File: config.mk
export PLATFORM = sky130hd
export DESIGN_NAME = cmp_pin_unit
export DESIGN_NICKNAME = d
export VERILOG_FILES = /design/src/rtl/cmp_pin_pkg.sv /design/src/rtl/oc_event_dec.sv /design/src/rtl/oc_state_reg.sv /design/src/rtl/pin_src_mux.sv /design/src/rtl/cmp_pin_unit.sv
export SDC_FILE = /design/constraint.sdc
export NUM_CORES = 1
export LEC_CHECK = 0
export BUFFER_PORTS_ARGS = -buffer_cell sky130_fd_sc_hd__buf_2
export CORE_AREA = 5 5 42 44
export CTS_CLUSTER_SIZE = 14
export DETAILED_ROUTE_END_ITERATION = 12
export DIE_AREA = 0 0 47 49
export SLEW_MARGIN = 20
export SYNTH_ARGS = -nofsm -noshare
export SYNTH_HDL_FRONTEND = slang
export SYNTH_HIERARCHICAL = 1
export SYNTH_SLANG_ARGS = --single-unit
File: constraint.sdc
create_clock -name clk_i -period 1.55 [get_ports clk_i]
set_input_delay 0.155 -clock clk_i [delete_from_list [all_inputs] [get_ports clk_i]]
set_output_delay 0.155 -clock clk_i [all_outputs]
set_load 0.02 [all_outputs]
File: src/rtl/cmp_pin_pkg.sv
package cmp_pin_pkg;
  localparam int unsigned MODE_W = 2;
  localparam int unsigned CLS_W  = 2;

  typedef enum logic [CLS_W-1:0] {
    WAVE_NON_PWM = 2'b00,
    WAVE_FAST    = 2'b01,
    WAVE_PHASE   = 2'b10,
    WAVE_RSVD    = 2'b11
  } wave_cls_e;

  typedef enum logic [1:0] {
    ACT_HOLD   = 2'b00,
    ACT_TOGGLE = 2'b01,
    ACT_CLEAR  = 2'b10,
    ACT_SET    = 2'b11
  } oc_act_e;
endpackage

File: src/rtl/oc_event_dec.sv
module oc_event_dec
  import cmp_pin_pkg::*;
(
  input  logic              match_i,
  input  logic              force_i,
  input  logic              bottom_i,
  input  logic              count_down_i,
  input  logic [MODE_W-1:0] act_mode_i,
  input  logic [CLS_W-1:0]  wave_cls_i,
  output oc_act_e           act_o
);
  // PWM classes use only codes 10 and 11; code 01 there is no action
  logic pwm_inv;
  assign pwm_inv = act_mode_i[0];

  always_comb begin
    act_o = ACT_HOLD;
    unique case (wave_cls_i)
      WAVE_NON_PWM: begin
        if (match_i || force_i) act_o = oc_act_e'(act_mode_i);
      end
      WAVE_FAST: begin
        if (act_mode_i[1]) begin
          if (match_i)       act_o = pwm_inv ? ACT_SET : ACT_CLEAR;
          else if (bottom_i) act_o = pwm_inv ? ACT_CLEAR : ACT_SET;
        end
      end
      WAVE_PHASE: begin
        if (act_mode_i[1] && match_i)
          act_o = (pwm_inv ^ count_down_i) ? ACT_SET : ACT_CLEAR;
      end
      default: act_o = ACT_HOLD;
    endcase
  end
endmodule

File: src/rtl/oc_state_reg.sv
module oc_state_reg
  import cmp_pin_pkg::*;
(
  input  logic    clk_i,
  input  logic    rst_ni,
  input  oc_act_e act_i,
  output logic    oc_o
);
  always_ff @(posedge clk_i or negedge rst_ni) begin
    if (!rst_ni) oc_o <= 1'b0;
    else begin
      unique case (act_i)
        ACT_TOGGLE: oc_o <= ~oc_o;
        ACT_CLEAR:  oc_o <= 1'b0;
        ACT_SET:    oc_o <= 1'b1;
        default:    oc_o <= oc_o;
      endcase
    end
  end
endmodule

File: src/rtl/pin_src_mux.sv
module pin_src_mux
  import cmp_pin_pkg::*;
(
  input  logic              oc_i,
  input  logic [MODE_W-1:0] act_mode_i,
  input  logic              port_data_i,
  input  logic              port_dir_i,
  output logic              pin_o,
  output logic              pin_oe_o
);
  // override selects data only; direction always stays with the port
  assign pin_o    = (|act_mode_i) ? oc_i : port_data_i;
  assign pin_oe_o = port_dir_i;
endmodule

File: src/rtl/cmp_pin_unit.sv
module cmp_pin_unit
  import cmp_pin_pkg::*;
(
  input  logic              clk_i,
  input  logic              rst_ni,
  input  logic              match_i,
  input  logic              force_i,
  input  logic              bottom_i,
  input  logic              count_down_i,
  input  logic [MODE_W-1:0] act_mode_i,
  input  logic [CLS_W-1:0]  wave_cls_i,
  input  logic              port_data_i,
  input  logic              port_dir_i,
  output logic              pin_o,
  output logic              pin_oe_o
);
  oc_act_e act;
  logic    oc_q;

  oc_event_dec i_dec (
    .match_i      (match_i),
    .force_i      (force_i),
    .bottom_i     (bottom_i),
    .count_down_i (count_down_i),
    .act_mode_i   (act_mode_i),
    .wave_cls_i   (wave_cls_i),
    .act_o        (act)
  );

  oc_state_reg i_state (
    .clk_i  (clk_i),
    .rst_ni (rst_ni),
    .act_i  (act),
    .oc_o   (oc_q)
  );

  pin_src_mux i_mux (
    .oc_i        (oc_q),
    .act_mode_i  (act_mode_i),
    .port_data_i (port_data_i),
    .port_dir_i  (port_dir_i),
    .pin_o       (pin_o),
    .pin_oe_o    (pin_oe_o)
  );
endmodule

**Yosys cells after proc, flatten, opt, wreduce, memory -nomap -nowiden**

Index checks and enable logic that the tools add are counted.

- Equal/unequal tests: 5
- Muxes and demuxes: 11
- Bitwise operators: 2
- Reductions and logical operators: 5

Operator list:

| cell | count |
|---|---|
| $mux W2 | 5 |
| $eq A2 B2 Y1 const B | 3 |
| $pmux W2 S3 | 1 |
| $eq A2 B1 Y1 const B | 2 |
| $mux W1 | 4 |
| $pmux W1 S3 | 1 |
| $reduce_bool A3 Y1 | 1 |
| $logic_not A2 Y1 | 1 |
| $reduce_or A2 Y1 | 1 |
| $logic_and A1 B1 Y1 | 1 |
| $logic_or A1 B1 Y1 | 1 |
| $not A1 Y1 | 1 |
| $xor A1 B1 Y1 | 1 |

- Bits in registers: 1
- Word-level logic and storage cells: 24

**Logic depth before layout (Yosys ltp)**

Gate-level depths: netlist (run 1).

- Depth in word-level cells: 7
- Mapped depth: 5
- Mapped depth without buffers: 5

**By module**

Netlist (run 1), hierarchy kept.

By module, submodules not included:

| module | times used | cells each | area each (um^2) |
|---|---|---|---|
| oc_event_dec | 1 | 13 | 96.3 |
| oc_state_reg | 1 | 3 | 55.1 |
| pin_src_mux | 1 | 3 | 22.5 |

**Least setup slack after synthesis (run 1)**

OpenSTA, ideal clock, no wires.

- Path kind: input to register
- Start point: input match_i
- End point: register i_state.oc_o
- Setup time: 122 ps
- Data arrival time: 895 ps
- Required time: 1428 ps
- Setup slack: 533 ps
- Stages on the path: 4
- Path buffers: 0
- Path through: or3b_1 > a211oi_2 > a211o_2 > xnor2_2

- Longest elaborated chain between the ends: 5
- Elaborated cells between the ends (all ways): 12
- Those cells by class: eq/ne (3); mux (6); reduce/logical (3)

RTL lines:

| element | line | text |
|---|---|---|
| from (decl) | cmp_pin_unit.sv:6 | `input logic match_i,` |
| $mux W2 (tied with other cells) | oc_event_dec.sv:24 | `if (match_i) act_o = pwm_inv ? ACT_SET : ACT_CLEAR;` |
| $mux W2 (on tied branches) | oc_event_dec.sv:23, oc_event_dec.sv:20, oc_event_dec.sv:29 |  |
| $pmux W2 S3 * | oc_event_dec.sv:18 | `unique case (wave_cls_i)` |
| via act[0] | cmp_pin_unit.sv:17 | `oc_act_e act;` |
| $eq A2 B2 Y1 / $eq A2 B1 Y1 (equally long branches) | oc_state_reg.sv:12 | `unique case (act_i)` |
| $pmux W1 S3 / $reduce_bool A3 Y1 (equally long branches) | n/a |  |
| to (signal assigned) | oc_state_reg.sv:13 | `ACT_TOGGLE: oc_o <= ~oc_o;` |
| to (signal assigned) | oc_state_reg.sv:16 | `default: oc_o <= oc_o;` |
| to (decl) | oc_state_reg.sv:7 | `output logic oc_o` |

The timed path passes the listed nets; every way through them passes the cells marked *.
A chain may end at the register's enable or synchronous reset.

**Worst setup path in the final report (run 1)**

Ends and elaborated chain as after synthesis.

==> impl_metrics.toml, run 1 <==
[logic_synthesis]
mappedNetlistArea_um2 = 174
flip_flop_and_latch_count_after_synthesis = 1
synth_fp_nets = 31
synth_warnings = 6
yosysUniqueCellTypes = 16
synth_enable_flop_cells = 0
postSynth.topFlopCell = "dfrtp_1"
post-synth-top-count-cell = "nand2_1"
syn-instance-count = 19
syn_area_per_cell_um2 = 9.15
synth_top_cells_by_area = "dfrtp_1 14%, xnor2_2 9.4%, nand2b_4 7.9%"
yosys-top-cells-count = "3 x nand2_1, 2 x nor2_1"
synth_top_area_share_pct = 14.4
yosysSeqAreaShare_pct = 14.4
yosys.area.top_type = "dfrtp_1"
async_flop_share_pct = 100

[layout]
largest_register_ff_count = 1
fraction_of_final_layout_cells_sized_beyond_drive_strength_1_pct = 50.0
multi_input_area_um2 = 141
top_register = "i_state/oc_o"
postLayoutCellArea_um2 = 251
final.fill_count = 170
layout.area.seq_um2 = 25.0
post-route-util_pct = 17.9
nets = 44
layout-area-overhead-vs-synth_pct = 44.6
stdcell_count = 46
antenna-diode-count = 0
reg.largest.list = "i_state/oc_o (1)"

[worst_setup_path]
cp.required_ns = 1.43
worstSetupPathType = "input pin to flip-flop"
crit_fanout = 5
crit_path_max_incr_delay_ns = 0.39
timing.critical_path.cells = "buf_2 > or3b_1 > a211oi_2 > a211o_2 > xnor2_2"
critPathCaptureType = "flip-flop"
worstPathArrival_ns = 1.05
worstSetupStartpointType = "input pin"
cpMaxStageDelayCell = "or3b_1"

[timing]
final.setup.tns_ns = 0
post-route-period-util_pct = 75.9
slew_viol_final = 0
maxSlewHeadroom_pct = 85.6
rsz0062_at_grt = "no"
hold_fails_final_rpt = 0
finalSetupViolCount = 0
slew_worst_pin_ns = 0.216
period_needed_ns = 1.18
achievable-frequency_mhz = 851
finClkSkew_ns = 0

[routing]
vias = 186
avgViaCountPerCell = 4.04
drc_errors = 0
detail-route-antenna-nets = 0
drt_pre_antenna_iters = 1
drt-initial-drc-count = 0
drt_wl_total_um = 414
wl_cell_um = 9.00

[clock_network]
clk_transition_reported_paths_ns = 0
clock_insertion_delay_worst_skew_ns = 0

[die]
core_area_um2 = 1400
design.portCount = 14
initial_utilization_pct = 12.4
dieWidth_um = 47
floorplan.rows = 14
floorplan.die_area_um2 = 2300
die_h_um = 49

[grt]
grt_first_pass_wirelength_um = 807
grt_pass1_vias = 192
track_usage_pct = 4.29
grt_max_degree = 6
initial_antenna_violation_count = 0
global_route.overflow_total = 0

[pwr]
power_per_cell_area_nw_per_um2 = 513
p_leak_uw = 0.000116
p_total_uw = 129
max-vdd-ir-drop_mv = 0.0813

[placement]
gp_routability_congestion = 0.687
dpl.hpwl_um = 374
dp_cells = 45
post_dp_area_um2 = 241
number_of_input_and_output_port_buffers_inserted = 11

[run]
maxCapViolations = 0

[status]
outcome = "completed"

[hold_path]
holdCritPathClass = "input pin to output port"
-- cell families after synthesis --
| group | Yosys count | share of synthesized area [%] |
|---|---|---|
| xor gates and xnor gates | 1 | 9.36 |
| and+or+nand+nor | 10 | 36.7 |
| buffers and inverters | 1 | 4.32 |
| muxes | 2 | 12.2 |
| DFF | 1 | 14.4 |
| AOI/OAI and AO/OA | 4 | 23.0 |
-- final timing paths --
path / endpoint / from / depth (start not counted) / slack, ns
max: i_state/oc_o / match_i / 5 / 0.37
min in group asynchronous: i_state/oc_o / rst_ni / 2 / 0.47
max in group asynchronous: i_state/oc_o / rst_ni / 2 / 1.00
max reg2reg: i_state/oc_o / i_state/oc_o / 2 / 0.88
min: pin_oe_o / port_dir_i / 0 / 0.31
min reg2reg: i_state/oc_o / i_state/oc_o / 2 / 0.56
-- critical path, delay by kind of cell --
family | cells | cell delay, ns
AOI/OAI and AO/OA | 2 | 0.32
buffers and inverters | 1 | 0.12
xor gates and xnor gates | 1 | 0.06
and+or+nand+nor | 1 | 0.39
-- through the flow --
stage	hold WS, ns	worst slack [ns]
4_1_cts	0.310	0.365
3_5_place_dp	-0.0689	0.363
3_3_place_gp	-0.0692	0.367
5_1_grt	0.310	0.313
2_1_floorplan	-0.141	0.533
6_report	0.310	0.374
-- cell usage in the layout (no fill, tap or decap), drive strengths merged --
cell         synthesis  routed
nor3b                1       1
dfrtp                1       1
o2bb2ai              1       1
nand4b               1       1
a211o                1       1
nand2b               1       1
or3b                 1       1
mux2i                1       1
and2                 1       1
dlygate4sd3          0       1
o32ai                1       1
mux2                 1       1
xnor2                1       1
nor2                 2       2
nand2                3       3
buf                  1      11
a211oi               1       1
-- final cells by class --
cell class / instances / area share, %
timing repair buffer: 12 / 25.9
multi-input combinational: 17 / 56.2
tap: 16 / 7.96
sequential: 1 / 9.95
-- metal layers --
layer  vias to the layer above  track usage (%)  wire [um]
met5                         -                0          0
met1                        87             5.90        147
li1                         94                -          -
met2                         5             7.47        225
met4                         0                0          0
met3                         0            0.369         41
-- repair_timing --
action                                 CTS  global route
resized for setup                        0             0
endpoints found under the hold margin    1             0
buffers inserted                         0             0
hold buffers                             1             0
-- power by group --
group / total (uW) / internal, uW / switching (uW)
Combinational: 85.7 / 47.1 / 38.6
Sequential: 43.4 / 35.3 / 8.11
Clock: 0 / 0 / 0
Total: 129 / 82.3 / 46.7
Note: power is estimated with default switching activity, not from simulation.
==> run 2: changes to the inputs <==
Clock period 1.55 ns to 1.2 ns, I/O delays scaled along.
==> run 2 against run 1 <==
  * Setup slack worse by 0.33 ns
  * First-iteration DRC count up 1
  * Wire length unchanged
  * Total power grew 29%
  * Global-route usage down 0.56 points
  * Flip-flop and latch count stayed put
  * Critical endpoint unchanged
==> impl_metrics.toml, run 2 (synthesized netlist as in run 1, its figures left out) <==
[status]
outcome = "completed"

[timing]
final.setup.tns_ns = 0
slew_viol_final = 0
timing.hold.ws_ns = 0.240
finClkSkew_ns = 0
rsz0062_at_grt = "no"
hold_fails_final_rpt = 0
post-route-period-util_pct = 96.2
finalSetupViolCount = 0
slew_worst_pin_ns = 0.218
period_needed_ns = 1.15
maxSlewHeadroom_pct = 85.4
achievable-frequency_mhz = 866

[layout]
largest_register_ff_count = 1
antenna-diode-count = 0
layout_common_cells = "11 x buf_2, 3 x nand2_1, 2 x nor2_1"
top_register = "i_state/oc_o"
final.fill_count = 171
layout-area-overhead-vs-synth_pct = 44.6
nets = 44
reg.largest.list = "i_state/oc_o (1)"
postLayoutCellArea_um2 = 251
layout_commonest_cell = "buf_2"
fraction_of_final_layout_cells_sized_beyond_drive_strength_1_pct = 50.0

[routing]
vias = 177
drt_pre_antenna_iters = 2
detail-route-antenna-nets = 0
avgViaCountPerCell = 3.85
drt_wl_total_um = 414
drc_errors = 0
drt-initial-drc-count = 1
wl_cell_um = 9.00

[grt]
grt_pass1_vias = 180
track_usage_pct = 3.73
grt_max_degree = 6
global_route.overflow_total = 0
initial_antenna_violation_count = 0
grt_first_pass_wirelength_um = 710

[pwr]
share_clk_of_total_power_pct = 0
p_leak_uw = 0.000116
total_switching_power_uw = 60.3
power_frac_comb_pct = 66.4
power.internal_uw = 106
power_frac_seq_pct = 33.6
power_per_cell_area_nw_per_um2 = 663
netSwitchingFraction_pct = 36.2
max-vdd-ir-drop_mv = 0.128

[die]
dieWidth_um = 47
floorplan.rows = 14
die_h_um = 49
initial_utilization_pct = 12.4
core_area_um2 = 1400
design.portCount = 14
floorplan.die_area_um2 = 2300

[worst_setup_path]
crit_path_max_incr_delay_ns = 0.39
worstSetupPathType = "input pin to flip-flop"
timing.critical_path.cells = "buf_2 > or3b_1 > a211oi_2 > a211o_2 > xnor2_2"
cpMaxStageDelayCell = "or3b_1"
cp.required_ns = 1.08
crit_fanout = 5
worst_path_dominant_cell_family = "simple AND/OR/NAND/NOR gates"
timing.reg2reg.setup_slack_ns = 0.53
worstPathBufferInverterCount = 1
worstSetupStartpointType = "input pin"
worstPathArrival_ns = 1.03
critPathCaptureType = "flip-flop"

[placement]
post_dp_area_um2 = 241
number_of_input_and_output_port_buffers_inserted = 11
gp_routability_congestion = 0.581

[run]
maxCapViolations = 0

[clock_network]
cts.hold.buffers_added = 1
clock_insertion_delay_worst_skew_ns = 0
postCtsResizedCells = 0
clk_transition_reported_paths_ns = 0
post_cts_buffers = 0

[hold_path]
holdCritPathClass = "input pin to output port"
==> run 2: cell counts in the layout (fill, tap and decap cells not counted) <==
No cell type changed its count.
==> run 2: through the flow <==
stage | worst slack [ns] | std cells | total power [uW] | util, %
floorplan | 0.218 | 19 | 131 | -
global placement | 0.0500 | 45 | 165 | 17.2
detailed placement | 0.0445 | 45 | 166 | 17.2
CTS | 0.0426 | 46 | 169 | 17.9
global route | 0.000522 | 46 | 179 | 17.9
finish | 0.0454 | 46 | 167 | 17.9
==> run 2: worst paths after layout <==
check / startpoint / to / depth (start not counted)
min in group asynchronous: rst_ni / i_state/oc_o / 2
max in group asynchronous: rst_ni / i_state/oc_o / 2
min: port_dir_i / pin_oe_o / 0
max reg2reg: i_state/oc_o / i_state/oc_o / 2
max: match_i / i_state/oc_o / 5
min reg2reg: i_state/oc_o / i_state/oc_o / 2
==> run 2: metal layers <==
| metal | track usage [%] | wire [um] |
|---|---|---|
| met1 | 5.25 | 166 |
| met2 | 6.56 | 207 |
| met3 | 0 | 40 |
| met4 | 0 | 0 |
| met5 | 0 | 0 |
==> run 2: final cells by class <==
cell class              instances  area [um^2]  share of cell area, %
multi-input cells              17          141                   56.2
repair buffers                 12         65.1                   25.9
flip-flops and latches          1         25.0                   9.95
well taps                      16         20.0                   7.96
==> run 2: power groups by stage <==
stage                     clock [uW]  combinational [uW]  sequential (uW)
after floorplan                    0                75.7             55.1
after global placement             0                 109             55.5
after detailed placement           0                 110             56.2
after CTS                          0                 113             56.2
after global routing               0                 122             56.6
final                              0                 111             56.0
